--- config.mk ---
export PLATFORM = sky130hd
export DESIGN_NAME = adc_bist_seq
export DESIGN_NICKNAME = d
export VERILOG_FILES = /design/src/rtl/adc_bist_pkg.sv /design/src/rtl/adc_bist_ctrl.sv /design/src/rtl/adc_bist_dp.sv /design/src/rtl/adc_bist_seq.sv
export SDC_FILE = /design/constraint.sdc
export NUM_CORES = 1
export LEC_CHECK = 0
export BUFFER_PORTS_ARGS = -buffer_cell sky130_fd_sc_hd__clkbuf_2
export CORE_ASPECT_RATIO = 0.7
export CORE_MARGIN = 2
export CORE_UTILIZATION = 50
export CTS_CLUSTER_DIAMETER = 40
export DETAILED_ROUTE_END_ITERATION = 8
export HOLD_SLACK_MARGIN = 0.06
export PLACE_DENSITY = 0.88
export SYNTH_ARGS = -nofsm -noshare
export SYNTH_HDL_FRONTEND = slang
export SYNTH_HIERARCHICAL = 1
export SYNTH_SLANG_ARGS = --single-unit
--- constraint.sdc ---
create_clock -name clk -period 3.1 [get_ports clk]
set_input_delay 0.155 -clock clk [delete_from_list [all_inputs] [get_ports clk]]
set_output_delay 0.155 -clock clk [all_outputs]
set_load 0.03 [all_outputs]
--- src/rtl/adc_bist_pkg.sv ---
package adc_bist_pkg;

  typedef enum logic [1:0] {
    ALG_SUP = 2'd0,
    ALG_RES = 2'd1,
    ALG_CAP = 2'd2
  } algT;

  typedef enum logic [1:0] {
    ST_IDLE = 2'd0,
    ST_SAMP = 2'd1,
    ST_CONV = 2'd2
  } stateT;

  // strobes from control to datapath
  typedef struct packed {
    logic launch;     // load first step of a run
    logic scanFirst;  // launch begins at supply step 0
    logic advance;    // move to next step of a scan
    logic sampTick;   // count the sample phase down
    logic convLoad;   // load the conversion counter
    logic convTick;   // count the conversion phase down
    logic finish;     // step complete: capture and flag
  } ctlStrobeT;

endpackage

--- src/rtl/adc_bist_ctrl.sv ---
module adc_bist_ctrl
  import adc_bist_pkg::*;
(
  input  logic      clk,
  input  logic      rstN,
  input  logic      stEnable,
  input  logic      scanMode,
  input  logic      start,
  input  logic      startRise,
  input  logic      selValid,
  input  logic      sampLast,
  input  logic      convLast,
  input  logic      seqLast,
  output ctlStrobeT ctl,
  output logic      busy,
  output logic      sampleOn
);

  stateT state, stateNxt;
  logic  runScan;

  always_comb begin
    ctl      = '0;
    stateNxt = state;
    case (state)
      ST_IDLE: begin
        if (stEnable && (scanMode ? start : (startRise && selValid))) begin
          ctl.launch    = 1'b1;
          ctl.scanFirst = scanMode;
          stateNxt      = ST_SAMP;
        end
      end
      ST_SAMP: begin
        if (!stEnable) begin
          stateNxt = ST_IDLE;
        end else if (sampLast) begin
          ctl.convLoad = 1'b1;
          stateNxt     = ST_CONV;
        end else begin
          ctl.sampTick = 1'b1;
        end
      end
      ST_CONV: begin
        if (!stEnable) begin
          stateNxt = ST_IDLE;
        end else if (convLast) begin
          ctl.finish = 1'b1;
          if (runScan && !seqLast) begin
            ctl.advance = 1'b1;
            stateNxt    = ST_SAMP;
          end else if (runScan && start) begin
            ctl.launch    = 1'b1;
            ctl.scanFirst = 1'b1;
            stateNxt      = ST_SAMP;
          end else begin
            stateNxt = ST_IDLE;
          end
        end else begin
          ctl.convTick = 1'b1;
        end
      end
      default: stateNxt = ST_IDLE;
    endcase
  end

  always_ff @(posedge clk or negedge rstN) begin
    if (!rstN) begin
      state   <= ST_IDLE;
      runScan <= 1'b0;
    end else begin
      state <= stateNxt;
      if (ctl.launch) runScan <= ctl.scanFirst;
    end
  end

  assign busy     = (state != ST_IDLE);
  assign sampleOn = (state == ST_SAMP);

endmodule

--- src/rtl/adc_bist_dp.sv ---
module adc_bist_dp
  import adc_bist_pkg::*;
#(
  parameter int SAMP_W      = 8,
  parameter int DATA_W      = 12,
  parameter int STEP_W      = 5,
  parameter int CONV_CYCLES = 4,
  parameter int S_STEPS     = 3,
  parameter int R_STEPS     = 19,
  parameter int C_STEPS     = 17
) (
  input  logic              clk,
  input  logic              rstN,
  input  ctlStrobeT         ctl,
  input  logic              busy,
  input  logic              start,
  input  logic [1:0]        algSel,
  input  logic [STEP_W-1:0] stepSel,
  input  logic [SAMP_W-1:0] sampSup,
  input  logic [SAMP_W-1:0] sampRes,
  input  logic [SAMP_W-1:0] sampCap,
  input  logic              eocClr,
  input  logic              normReq,
  input  logic [DATA_W-1:0] afeData,
  output logic              startRise,
  output logic              selValid,
  output logic              sampLast,
  output logic              convLast,
  output logic              seqLast,
  output logic [1:0]        curAlg,
  output logic [STEP_W-1:0] curStep,
  output logic              stepDone,
  output logic              eoc,
  output logic [DATA_W-1:0] resData,
  output logic              normGo
);

  localparam int CONV_W = (CONV_CYCLES > 1) ? $clog2(CONV_CYCLES) : 1;

  logic              startQ;
  logic              pend;
  logic [SAMP_W-1:0] sampCnt;
  logic [CONV_W-1:0] convCnt;
  logic [1:0]        nAlg;
  logic [STEP_W-1:0] nStep;
  logic              inSupply;

  function automatic logic [STEP_W-1:0] lastOf(input logic [1:0] a);
    case (a)
      ALG_SUP: lastOf = STEP_W'(S_STEPS - 1);
      ALG_RES: lastOf = STEP_W'(R_STEPS - 1);
      default: lastOf = STEP_W'(C_STEPS - 1);
    endcase
  endfunction

  function automatic logic [SAMP_W-1:0] sampOf(input logic [1:0] a);
    case (a)
      ALG_SUP: sampOf = sampSup;
      ALG_RES: sampOf = sampRes;
      default: sampOf = sampCap;
    endcase
  endfunction

  assign startRise = start && !startQ;
  assign selValid  = (algSel != 2'd3) && (stepSel <= lastOf(algSel));
  assign sampLast  = (sampCnt <= SAMP_W'(1));
  assign convLast  = (convCnt == '0);
  assign seqLast   = (curAlg == ALG_CAP) && (curStep == lastOf(ALG_CAP));
  assign inSupply  = busy && (curAlg == ALG_SUP);
  assign normGo    = pend && !inSupply;

  // next algorithm and step for a launch or a scan advance
  always_comb begin
    if (ctl.launch) begin
      nAlg  = ctl.scanFirst ? ALG_SUP : algSel;
      nStep = ctl.scanFirst ? '0 : stepSel;
    end else if (curStep == lastOf(curAlg)) begin
      nAlg  = curAlg + 2'd1;
      nStep = '0;
    end else begin
      nAlg  = curAlg;
      nStep = curStep + STEP_W'(1);
    end
  end

  always_ff @(posedge clk or negedge rstN) begin
    if (!rstN) begin
      startQ   <= 1'b0;
      curAlg   <= ALG_SUP;
      curStep  <= '0;
      sampCnt  <= '0;
      convCnt  <= '0;
      stepDone <= 1'b0;
      eoc      <= 1'b0;
      resData  <= '0;
      pend     <= 1'b0;
    end else begin
      startQ <= start;
      if (ctl.launch || ctl.advance) begin
        curAlg  <= nAlg;
        curStep <= nStep;
        sampCnt <= sampOf(nAlg);
      end else if (ctl.sampTick) begin
        sampCnt <= sampCnt - SAMP_W'(1);
      end
      if (ctl.convLoad) begin
        convCnt <= CONV_W'(CONV_CYCLES - 1);
      end else if (ctl.convTick) begin
        convCnt <= convCnt - CONV_W'(1);
      end
      stepDone <= ctl.finish;
      if (ctl.finish) begin
        eoc     <= 1'b1;
        resData <= afeData;
      end else if (eocClr) begin
        eoc <= 1'b0;
      end
      pend <= normReq || (pend && !normGo);
    end
  end

endmodule

--- src/rtl/adc_bist_seq.sv ---
module adc_bist_seq
  import adc_bist_pkg::*;
#(
  parameter int SAMP_W      = 8,
  parameter int DATA_W      = 12,
  parameter int CONV_CYCLES = 4,
  parameter int S_STEPS     = 3,
  parameter int R_STEPS     = 19,
  parameter int C_STEPS     = 17,
  localparam int MAX_STEPS  = (S_STEPS > R_STEPS) ?
                              ((S_STEPS > C_STEPS) ? S_STEPS : C_STEPS) :
                              ((R_STEPS > C_STEPS) ? R_STEPS : C_STEPS),
  localparam int STEP_W     = (MAX_STEPS > 1) ? $clog2(MAX_STEPS) : 1
) (
  input  logic              clk,
  input  logic              rstN,
  input  logic              stEnable,
  input  logic              scanMode,
  input  logic              start,
  input  logic [1:0]        algSel,
  input  logic [STEP_W-1:0] stepSel,
  input  logic [SAMP_W-1:0] sampSup,
  input  logic [SAMP_W-1:0] sampRes,
  input  logic [SAMP_W-1:0] sampCap,
  input  logic              eocClr,
  input  logic              normReq,
  input  logic [DATA_W-1:0] afeData,
  output logic              busy,
  output logic              sampleOn,
  output logic [1:0]        curAlg,
  output logic [STEP_W-1:0] curStep,
  output logic              stepDone,
  output logic              eoc,
  output logic [DATA_W-1:0] resData,
  output logic              normGo
);

  ctlStrobeT ctl;
  logic      startRise, selValid, sampLast, convLast, seqLast;

  adc_bist_ctrl u_ctrl (
    .clk(clk), .rstN(rstN), .stEnable(stEnable), .scanMode(scanMode),
    .start(start), .startRise(startRise), .selValid(selValid),
    .sampLast(sampLast), .convLast(convLast), .seqLast(seqLast),
    .ctl(ctl), .busy(busy), .sampleOn(sampleOn)
  );

  adc_bist_dp #(
    .SAMP_W(SAMP_W), .DATA_W(DATA_W), .STEP_W(STEP_W),
    .CONV_CYCLES(CONV_CYCLES), .S_STEPS(S_STEPS),
    .R_STEPS(R_STEPS), .C_STEPS(C_STEPS)
  ) u_dp (
    .clk(clk), .rstN(rstN), .ctl(ctl), .busy(busy), .start(start),
    .algSel(algSel), .stepSel(stepSel), .sampSup(sampSup),
    .sampRes(sampRes), .sampCap(sampCap), .eocClr(eocClr),
    .normReq(normReq), .afeData(afeData), .startRise(startRise),
    .selValid(selValid), .sampLast(sampLast), .convLast(convLast),
    .seqLast(seqLast), .curAlg(curAlg), .curStep(curStep),
    .stepDone(stepDone), .eoc(eoc), .resData(resData), .normGo(normGo)
  );

endmodule

==> impl_metrics.py, run 1 <==
metrics = {
    "yosys": {
        "syn_inst": 215,
        "synth-seq-cells": 36,
        "synth_edf_count": 0,
        "synth_nets": 275,
        "synth_top_area_cell": "dfrtp_1",
        "yosysSeqAreaShare_pct": 41.6,
        "ys_warn_count": 6,
        "async_reset_ff_share_pct": 100,
        "synth.area.top_cells": "dfrtp_1, mux2_2, ha_1",
        "syn_avg_cell_area_um2": 10.1,
        "synth_cell_types": 57,
        "syn_area_um2": 2160,
        "synthFlopType": "dfrtp_1",
        "synth_top_area_share_pct": 41.6,
    },
    "layout": {
        "final_util_pct": 68.4,
        "ff_latch_area_um2": 901,
        "n_antenna_cell": 0,
        "final_nets": 361,
        "area_growth_pct": 27.8,
        "drive_above_1_share_pct": 37.9,
        "multi_input_area_um2": 1160,
        "fillers": 307,
        "final_cell_mix": "clkbuf_2, dfrtp_1, inv_1, nand2_1, mux2_2",
        "layout_commonest_cell": "clkbuf_2",
    },
    "global_routing": {
        "grt_pass1_wl_um": 8270,
        "grt_max_degree": 37,
        "grt_pass1_vias": 1818,
        "grt-ovfl-total": 0,
        "antenna_found_initial": 0,
        "track_usage_pct": 23.5,
    },
    "place": {
        "place_hpwl_um": 4020,
        "gp_congestion": 0.917,
        "io_buffer_count": 73,
    },
    "routing": {
        "first_pass_iters": 4,
        "viasPerCell": 5.46,
        "avgRoutedWirePerCell_um": 15.0,
        "drcViolationCount": 0,
        "antenna_violating_nets_post_route": 0,
        "route.vias.total": 1929,
        "drt_iter0_drc": 113,
        "postRouteWirelength_um": 5310,
    },
    "critical_path": {
        "cp_slowest_cell": "a2111oi_2",
        "critPathKind": "in2reg",
        "crit_path_start_kind": "input pin",
        "path_delay_family": "compound AO/OA/AOI/OAI gates",
        "path_buf_inv": 2,
        "cpPeakStageDelay_ps": 470,
        "path_cells": "clkbuf_2 -> nor2_1 -> ha_1 -> a32oi_1 -> o32a_1 -> a21oi_1 -> and3b_1 -> o21ai_0 -> nand2_1 -> nand2b_1 -> a2111oi_2 -> a221oi_4 -> buf_4 -> mux2i_1 -> o221ai_1",
        "cp.arrival_ps": 3020,
        "path_max_fanout": 8,
        "endpoint_kind": "register",
        "required_ps": 3260,
    },
    "clocking": {
        "cts_tree": "built",
        "cts.sinks": 36,
        "cts_buffer_depth": 2,
        "clk_pin_slew_ps": 70,
        "ctsRootBufferMaster": "clkbuf_8",
        "htreeDepth": 2,
        "cts_buffers": 5,
        "clk_latency_ps": 290,
        "post_cts_buffers": 0,
    },
    "die": {
        "row_count": 19,
        "ios": 74,
        "core-area_um2": 4040,
        "dieHeight_um": 59.0,
        "die-area_um2": 4880,
        "die_w_um": 82.6,
        "initial_core_util_pct": 53.5,
    },
    "timing": {
        "skew_ps": 4.54,
        "rsz0062_at_grt": "false",
        "slew_headroom_pct": 41.7,
        "drv_slew": 0,
        "final_hold_viol_count": 0,
        "fmax_mhz": 349,
        "setup_viol": 0,
        "worstMarginPinSlew_ps": 874,
        "worst_hold_slack_ps": 96.3,
        "fin_crit_ps": 2860,
        "fin_crit_sh_pct": 92.3,
        "fin_setup_tns_ps": 0,
    },
    "outcome": {
        "outcome": "finished, final reports clean",
    },
    "power": {
        "leakagePower_uw": 0.00146,
        "p_per_area_nw_per_um2": 720,
        "max-vdd-ir-drop_mv": 0.506,
    },
    "min_path": {
        "worst_hold_path_type": "in2reg",
    },
    "job": {
        "maxCapViolations": 0,
    },
}
[cells in the mapped netlist, drive strengths merged (2+ instances only)]
cell type	n
nor3	4
o21ai	8
nor4	2
xnor2	4
nor3b	3
a21oi	5
inv	22
mux2	14
a2111oi	2
ha	10
nand3	2
o22ai	2
mux2i	7
or3	3
clkbuf	4
dfrtp	36
and2b	2
or2	2
nor2	11
o221ai	6
a32oi	3
and2	2
a221oi	2
nand2	19
nand2b	6
xor2	6
nand4	2
a21boi	2
a31oi	2
a22oi	2
[timing repair]
item,4_1_cts,5_1_grt
resized for setup,0,1
hold endpoints to repair,38,0
setup endpoints to repair,0,3
hold buffers,3,0
[cell families after synthesis]
kind of cell	after synthesis	synth area share [%]
adder cells (fa/ha/maj)	10	5.78
XOR/XNOR	10	4.05
AO/OA/AOI/OAI	45	16.3
multiplexers	21	10.7
buffers and inverters	27	4.74
AND/OR/NAND/NOR	66	16.8
flip-flops	36	41.6
[path summary, 6_finish.rpt]
path / from / to / slack [ps] / depth (start not counted)
min: afeData[5] / u_dp/resData[5] / 100 / 2
max in group asynchronous: rstN / u_dp/resData[3] / 2040 / 2
min reg2reg: u_dp/eoc / u_dp/eoc / 510 / 1
max reg2reg: u_dp/curAlg[0] / u_dp/sampCnt[1] / 280 / 13
max: algSel[0] / u_dp/sampCnt[1] / 240 / 15
min in group asynchronous: rstN / u_dp/curStep[3] / 510 / 2
[report_power, final]
group / internal [µW] / switching (µW)
clock: 198 / 161
combinational: 374 / 522
sequential: 601 / 134
[flip-flops by register name (all words and copies together) (netlist names)]
signal / flops
u_dp/pend: 1
u_ctrl/state: 2
u_dp/startQ: 1
u_dp/eoc: 1
u_ctrl/runScan: 1
u_dp/sampCnt: 8
u_dp/convCnt: 2
u_dp/stepDone: 1
u_dp/curAlg: 2
u_dp/curStep: 5
u_dp/resData: 12
[stage by stage]
step | power [µW] | area, µm² | setup WS [ps] | std cells
after global routing | 2130 | 2770 | 65.3 | 353
after floorplan | 1340 | 2160 | 159 | 215
after global placement | 1580 | 2630 | 227 | 343
after CTS | 1990 | 2760 | 226 | 353
final | 1990 | 2770 | 237 | 353
after detailed placement | 1620 | 2630 | 57.0 | 343
[cell type report]
cell class,count,area share (%)
sequential,36,32.6
multi-input combinational,152,42.1
timing repair buffer,84,16.5
tap,52,2.35
clock buffer,7,3.48
inverter,22,2.99
[worst register-to-register path, stage by stage (launching register included)]
cell and delay, ps:
dfrtp_1 450, inv_1 150, ha_1 160, nand3_1 110
nor3_2 180, buf_4 150, nand4_1 80, nand2_1 200
buf_4 180, nor2_1 60, a221oi_4 330, buf_4 250
mux2i_1 270, o221ai_1 130
[layer usage]
layer	track usage [%]	up-vias	wire (µm)	share of wire (%)
li1	-	950	-	-
met1	31.8	884	2420	46
met2	34.6	89	2410	45
met3	11.0	6	441	8.3
met4	5.62	0	34	0.64
met5	0	-	0	0
Power figures use the tool's default switching activity.
==> run 2, diff against run 1 <==
--- a/config.mk
+++ b/config.mk
@@ -8,11 +8,13 @@
 export BUFFER_PORTS_ARGS = -buffer_cell sky130_fd_sc_hd__clkbuf_2
 export CORE_ASPECT_RATIO = 0.7
 export CORE_MARGIN = 2
-export CORE_UTILIZATION = 50
+export CORE_UTILIZATION = 47
+export CTS_BUF_LIST = sky130_fd_sc_hd__clkbuf_4 sky130_fd_sc_hd__clkbuf_8
 export CTS_CLUSTER_DIAMETER = 40
 export DETAILED_ROUTE_END_ITERATION = 8
 export HOLD_SLACK_MARGIN = 0.06
-export PLACE_DENSITY = 0.88
+export PLACE_DENSITY = 0.87
+export SLEW_MARGIN = 25
 export SYNTH_ARGS = -nofsm -noshare
 export SYNTH_HDL_FRONTEND = slang
 export SYNTH_HIERARCHICAL = 1
==> constraint.sdc (replaced) <==
create_clock -name clk -period 2.62 [get_ports clk]
set_input_delay 0.131 -clock clk [delete_from_list [all_inputs] [get_ports clk]]
set_output_delay 0.131 -clock clk [all_outputs]
set_load 0.03 [all_outputs]
==> run 2 against run 1 <==
Against the previous run:
- clock skew increased by 3.5 ps
- cell area is 8.5% higher
- via count rose by 6.2%
- sequential share of layout area down 2.4 points
- critical path type is now reg2reg
- critical path depth fell by 7
- power up 28%
- setup slack got worse by 120 ps
- critical endpoint is now u_dp/sampCnt[6]
- register-to-register slack lost 160 ps
==> impl_metrics.py, run 2 (synthesized netlist as in run 1, its figures left out) <==
metrics = {
    "outcome": {
        "outcome": "finished, final reports clean",
    },
    "die": {
        "core-area_um2": 4380,
        "die_w_um": 85.1,
        "initial_core_util_pct": 49.4,
        "dieHeight_um": 60.8,
        "die-area_um2": 5170,
        "ios": 74,
        "row_count": 20,
    },
    "clocking": {
        "post_cts_buffers": 0,
        "clk_latency_ps": 290,
        "cts_tree": "built",
        "cts_buffers": 5,
        "cts_buffer_depth": 2,
        "ctsRootBufferMaster": "clkbuf_8",
        "clk_pin_slew_ps": 70,
        "htreeDepth": 2,
        "cts.sinks": 36,
    },
    "critical_path": {
        "path_buf_inv": 2,
        "endpoint_kind": "register",
        "cp.arrival_ps": 2660,
        "required_ps": 2780,
        "crit_path_start_kind": "register",
        "critPathKind": "reg2reg",
        "path_delay_family": "compound AO/OA/AOI/OAI gates",
        "path_max_fanout": 7,
        "cp_slowest_cell": "dfrtp_2",
        "path_cells": "inv_2 -> ha_2 -> or3_4 -> a211o_1 -> a221oi_4 -> buf_6 -> mux2i_2 -> o221ai_1",
        "startpoint": "u_dp/curAlg[1]",
        "cpPeakStageDelay_ps": 430,
        "reg2reg_from": "u_dp/curAlg[1]",
    },
    "layout": {
        "final_nets": 374,
        "largest_reg_flops": 12,
        "area_growth_pct": 38.7,
        "drive_above_1_share_pct": 48.1,
        "final_cell_mix": "clkbuf_2, dfrtp_1, buf_4, inv_1, nand2_1",
        "final_cells": 369,
        "regMostFlops": "u_dp/resData",
        "top_regs": "u_dp/resData: 12 flops, u_dp/sampCnt: 8 flops, u_dp/curStep: 5 flops",
        "n_antenna_cell": 0,
        "layout_commonest_cell": "clkbuf_2",
    },
    "power": {
        "p_per_area_nw_per_um2": 852,
        "leakagePower_uw": 0.00153,
        "max-vdd-ir-drop_mv": 0.451,
    },
    "timing": {
        "drv_slew": 0,
        "slew_headroom_pct": 40.3,
        "fin_setup_tns_ps": 0,
        "skew_ps": 8.02,
        "setup_viol": 0,
        "worstMarginPinSlew_ps": 895,
        "fin_crit_sh_pct": 95.5,
        "rsz0062_at_grt": "false",
        "fin_crit_ps": 2500,
        "final_hold_viol_count": 0,
        "fmax_mhz": 400,
    },
    "min_path": {
        "worstHoldStart": "stepSel[3]",
        "worst_hold_path_type": "in2reg",
    },
    "global_routing": {
        "grt_pass1_wl_um": 9050,
        "grt_pass1_vias": 2003,
        "antenna_found_initial": 0,
        "grt-ovfl-total": 0,
        "track_usage_pct": 22.6,
        "grt_max_degree": 37,
    },
    "job": {
        "maxCapViolations": 0,
    },
    "routing": {
        "route.vias.total": 2048,
        "postRouteWirelength_um": 5600,
        "first_pass_iters": 4,
        "drcViolationCount": 0,
        "avgRoutedWirePerCell_um": 15.2,
        "drt_iter0_drc": 113,
        "antenna_violating_nets_post_route": 0,
        "viasPerCell": 5.55,
    },
    "place": {
        "placed_cells": 359,
        "io_buffer_count": 73,
        "place_hpwl_um": 4200,
        "gp_congestion": 0.863,
    },
}
run 2: cell types whose count changed in the layout (fill, tap and decap cells not counted), moves of 3 or more:
| cell | previous run | this run |
|---|---|---|
| dfrtp_1 | 36 | 32 |
| dfrtp_2 | 0 | 4 |
| buf_4 | 8 | 20 |
| ha_1 | 10 | 7 |
run 2: area by class of cell:
class	instances	area [µm²]
Sequential cell	36	906
Tap cell	55	68.8
Clock buffer	7	96.3
Fill cell	335	1380
Multi-Input combinational cell	152	1290
Inverter	22	85.1
Timing Repair Buffer	97	557
run 2: final timing paths:
path	endpoint	slack, ps	depth (start not counted)
min	u_dp/curStep[3]	70	3
max in group asynchronous	u_dp/curAlg[1]	1500	2
max reg2reg	u_dp/sampCnt[6]	120	8
max	u_dp/sampCnt[6]	120	8
min in group asynchronous	u_dp/stepDone	500	2
min reg2reg	u_dp/eoc	490	1
run 2: metal layers:
metal | vias to the layer above | global-route usage, % | share of wire, %
met5 | - | 0 | 0
met4 | 0 | 7.94 | 0.86
met1 | 983 | 29.8 | 43
li1 | 971 | - | -
met3 | 5 | 5.58 | 8.4
met2 | 89 | 37.4 | 47
run 2: worst min-delay path, stage by stage:
cell and delay (ps):
clkbuf_2 90, nand2_1 50, o21ai_0 60
run 2: timing repair:
action,CTS,global route
gates resized for setup,1,14
hold buffers,3,0
pin swaps,0,6
endpoints found under the setup margin,4,9
endpoints found under the hold margin,38,0
run 2: report_power, final:
part           internal (µW)  leakage, µW  total [µW]  switching [µW]
Sequential               716     0.000455         882             166
Clock                    234    0.0000503         428             193
Combinational            547      0.00103        1250             701
Total                   1500      0.00153        2560            1060
run 2: through the flow:
| stage | cell area (µm²) | power, µW | hold WS [ps] | utilization [%] | worst slack, ps |
|---|---|---|---|---|---|
| global placement | 2810 | 2020 | 293 | 64.1 | -60.5 |
| floorplan | 2240 | 1660 | -165 | - | -19.1 |
| global route | 3000 | 2720 | 69.0 | 68.5 | 6.67 |
| finish | 3000 | 2560 | 70.1 | 68.5 | 117 |
| CTS | 2940 | 2520 | 63.5 | 67.1 | 52.8 |
| detailed placement | 2810 | 2070 | 304 | 64.1 | -188 |
==> run 3, diff against run 2 <==
--- a/config.mk
+++ b/config.mk
@@ -14,6 +14,7 @@
 export DETAILED_ROUTE_END_ITERATION = 8
 export HOLD_SLACK_MARGIN = 0.06
 export PLACE_DENSITY = 0.87
+export RECOVER_POWER = 50
 export SLEW_MARGIN = 25
 export SYNTH_ARGS = -nofsm -noshare
 export SYNTH_HDL_FRONTEND = slang
==> run 3 against run 2 <==
Against the previous run:
- the flow now finishes with violations (capacitance limit, slew limit)
- core utilization decreased by 0.63 points
- global-route usage is the same
- highest routed layer unchanged
- sequential share of layout area grew 0.28 points
- non-clock buffer count is the same
- cell area decreased by 0.92%
- critical endpoint unchanged
==> impl_metrics.py, run 3 (synthesized netlist as in run 1, its figures left out) <==
metrics = {
    "critical_path": {
        "reg2reg_from": "u_dp/curAlg[1]",
        "path_buf_inv": 2,
        "path_cells": "inv_2 -> ha_2 -> or3_4 -> a211o_1 -> a221oi_4 -> buf_6 -> mux2i_2 -> o221ai_1",
        "cp.arrival_ps": 2660,
        "cp_slowest_cell": "dfrtp_2",
        "endpoint_kind": "register",
        "r2r_end": "u_dp/sampCnt[6]",
        "required_ps": 2770,
        "r2r_slack_ps": 110,
        "path_max_fanout": 7,
        "crit_path_start_kind": "register",
        "cpPeakStageDelay_ps": 430,
        "worstRegToRegCells": 8,
        "path_delay_family": "compound AO/OA/AOI/OAI gates",
        "critPathKind": "reg2reg",
    },
    "layout": {
        "final_nets": 374,
        "largest_reg_flops": 12,
        "layout_commonest_cell": "clkbuf_2",
        "fin_area_um2": 2970,
        "n_antenna_cell": 0,
        "final_cells": 369,
        "final_util_pct": 67.9,
        "final_cell_mix": "clkbuf_2, dfrtp_1, clkbuf_1, buf_4, inv_1",
        "top_regs": "u_dp/resData: 12 flops, u_dp/sampCnt: 8 flops, u_dp/curStep: 5 flops",
        "area_growth_pct": 37.4,
        "fillers": 349,
        "drive_above_1_share_pct": 41.1,
        "regMostFlops": "u_dp/resData",
    },
    "outcome": {
        "violations": "capacitance limit, slew limit",
        "outcome": "finished, violations left",
    },
    "clocking": {
        "cts_tree": "built",
        "htreeDepth": 2,
        "ctsRootBufferMaster": "clkbuf_8",
        "cts.sinks": 36,
        "clk_latency_ps": 290,
        "cts_buffers": 5,
        "clk_pin_slew_ps": 70,
        "cts_buffer_depth": 2,
        "post_cts_buffers": 0,
    },
    "min_path": {
        "worst_hold_path_type": "in2reg",
        "worstHoldStart": "stepSel[3]",
        "hold_end": "u_dp/curStep[3]",
        "hold_depth": 3,
    },
    "place": {
        "place_ws_ps": -188,
        "dpl_cell_area_um2": 2810,
        "placed_cells": 359,
        "gp_congestion": 0.863,
        "io_buffer_count": 73,
        "place_hpwl_um": 4200,
    },
    "timing": {
        "fin_crit_ps": 2510,
        "rsz0062_at_grt": "false",
        "skew_ps": 6.37,
        "worstMarginPinSlew_ps": 1950,
        "fin_ws_ps": 113,
        "fin_crit_sh_pct": 95.7,
        "slew_headroom_pct": -29.8,
        "setup_viol": 0,
        "drv_slew": 37,
        "fmax_mhz": 399,
        "final_hold_viol_count": 0,
    },
    "routing": {
        "viasPerCell": 5.62,
        "route.met2.wl_um": 2650,
        "wl_met3_um": 469,
        "postRouteWirelength_um": 5580,
        "drcViolationCount": 0,
        "route.vias.total": 2072,
        "avgRoutedWirePerCell_um": 15.1,
        "wl_met1_um": 2420,
        "drt_iter0_drc": 118,
        "first_pass_iters": 4,
        "routed.top_layer": "met4",
        "antenna_violating_nets_post_route": 0,
    },
    "power": {
        "max-vdd-ir-drop_mv": 0.447,
        "p_per_area_nw_per_um2": 853,
        "total_power_uw": 2540,
        "leakagePower_uw": 0.00146,
    },
    "die": {
        "ios": 74,
        "row_count": 20,
        "die-area_um2": 5170,
        "die_w_um": 85.1,
        "dieHeight_um": 60.8,
        "initial_core_util_pct": 49.4,
        "core-area_um2": 4380,
    },
    "job": {
        "maxCapViolations": 1,
    },
    "global_routing": {
        "antenna_found_initial": 0,
        "track_usage_pct": 22.6,
        "grt_max_degree": 37,
        "grt_pass1_vias": 2003,
        "grt_pass1_wl_um": 9050,
        "grt-ovfl-total": 0,
    },
}
[run 3: metal layers]
layer  up-vias  GRT usage (%)
li1        967              -
met1      1004           29.8
met2        96           37.4
met3         5           5.58
met4         0           7.94
met5         -              0
[run 3: worst min-delay path: cells and delay by family]
family	cells	cell delay (ps)
buf+inv	1	90
compound gates	1	60
simple gates	1	40
[run 3: report_power, final]
part / internal, µW / leakage [µW] / switching, µW
registers: 716 / 0.000455 / 166
clock network: 234 / 0.0000503 / 190
logic: 528 / 0.000954 / 701
[run 3: cell type report]
type	count	area, µm²	area share, %
multi-input cells	152	1290	43.3
flip-flops and latches	36	906	30.5
repair buffers	97	529	17.8
clock buffers	7	96.3	3.24
inverters	22	85.1	2.86
well taps	55	68.8	2.31
[run 3: worst max-delay path by stage]
stage / cells after the start / start / to / slack (ps)
finish: 8 / u_dp/curAlg[1] / u_dp/sampCnt[6] / 110
global route: 2 / rstN / u_dp/curAlg[1] / 7
CTS: 15 / algSel[1] / u_dp/sampCnt[7] / 50
detailed placement: 15 / algSel[1] / u_dp/sampCnt[7] / -190
global placement: 15 / algSel[1] / u_dp/sampCnt[5] / -60
floorplan: 7 / u_dp/curAlg[1] / u_dp/sampCnt[0] / -20
[run 3: per-stage QoR]
stage | setup TNS, ps | hold slack (ps)
after floorplan | -19.1 | -165
after global placement | -385 | 293
after detailed placement | -1410 | 304
after CTS | 0 | 63.5
after global routing | 0 | 69.0
final | 0 | 73.9
[run 3: what timing repair did]
| action | 4_1_cts | 5_1_grt |
|---|---|---|
| hold endpoints to repair | 38 | 0 |
| gates resized for setup | 1 | 14 |
| setup endpoints to repair | 4 | 9 |
| hold buffers | 3 | 0 |
| pin swaps | 0 | 6 |
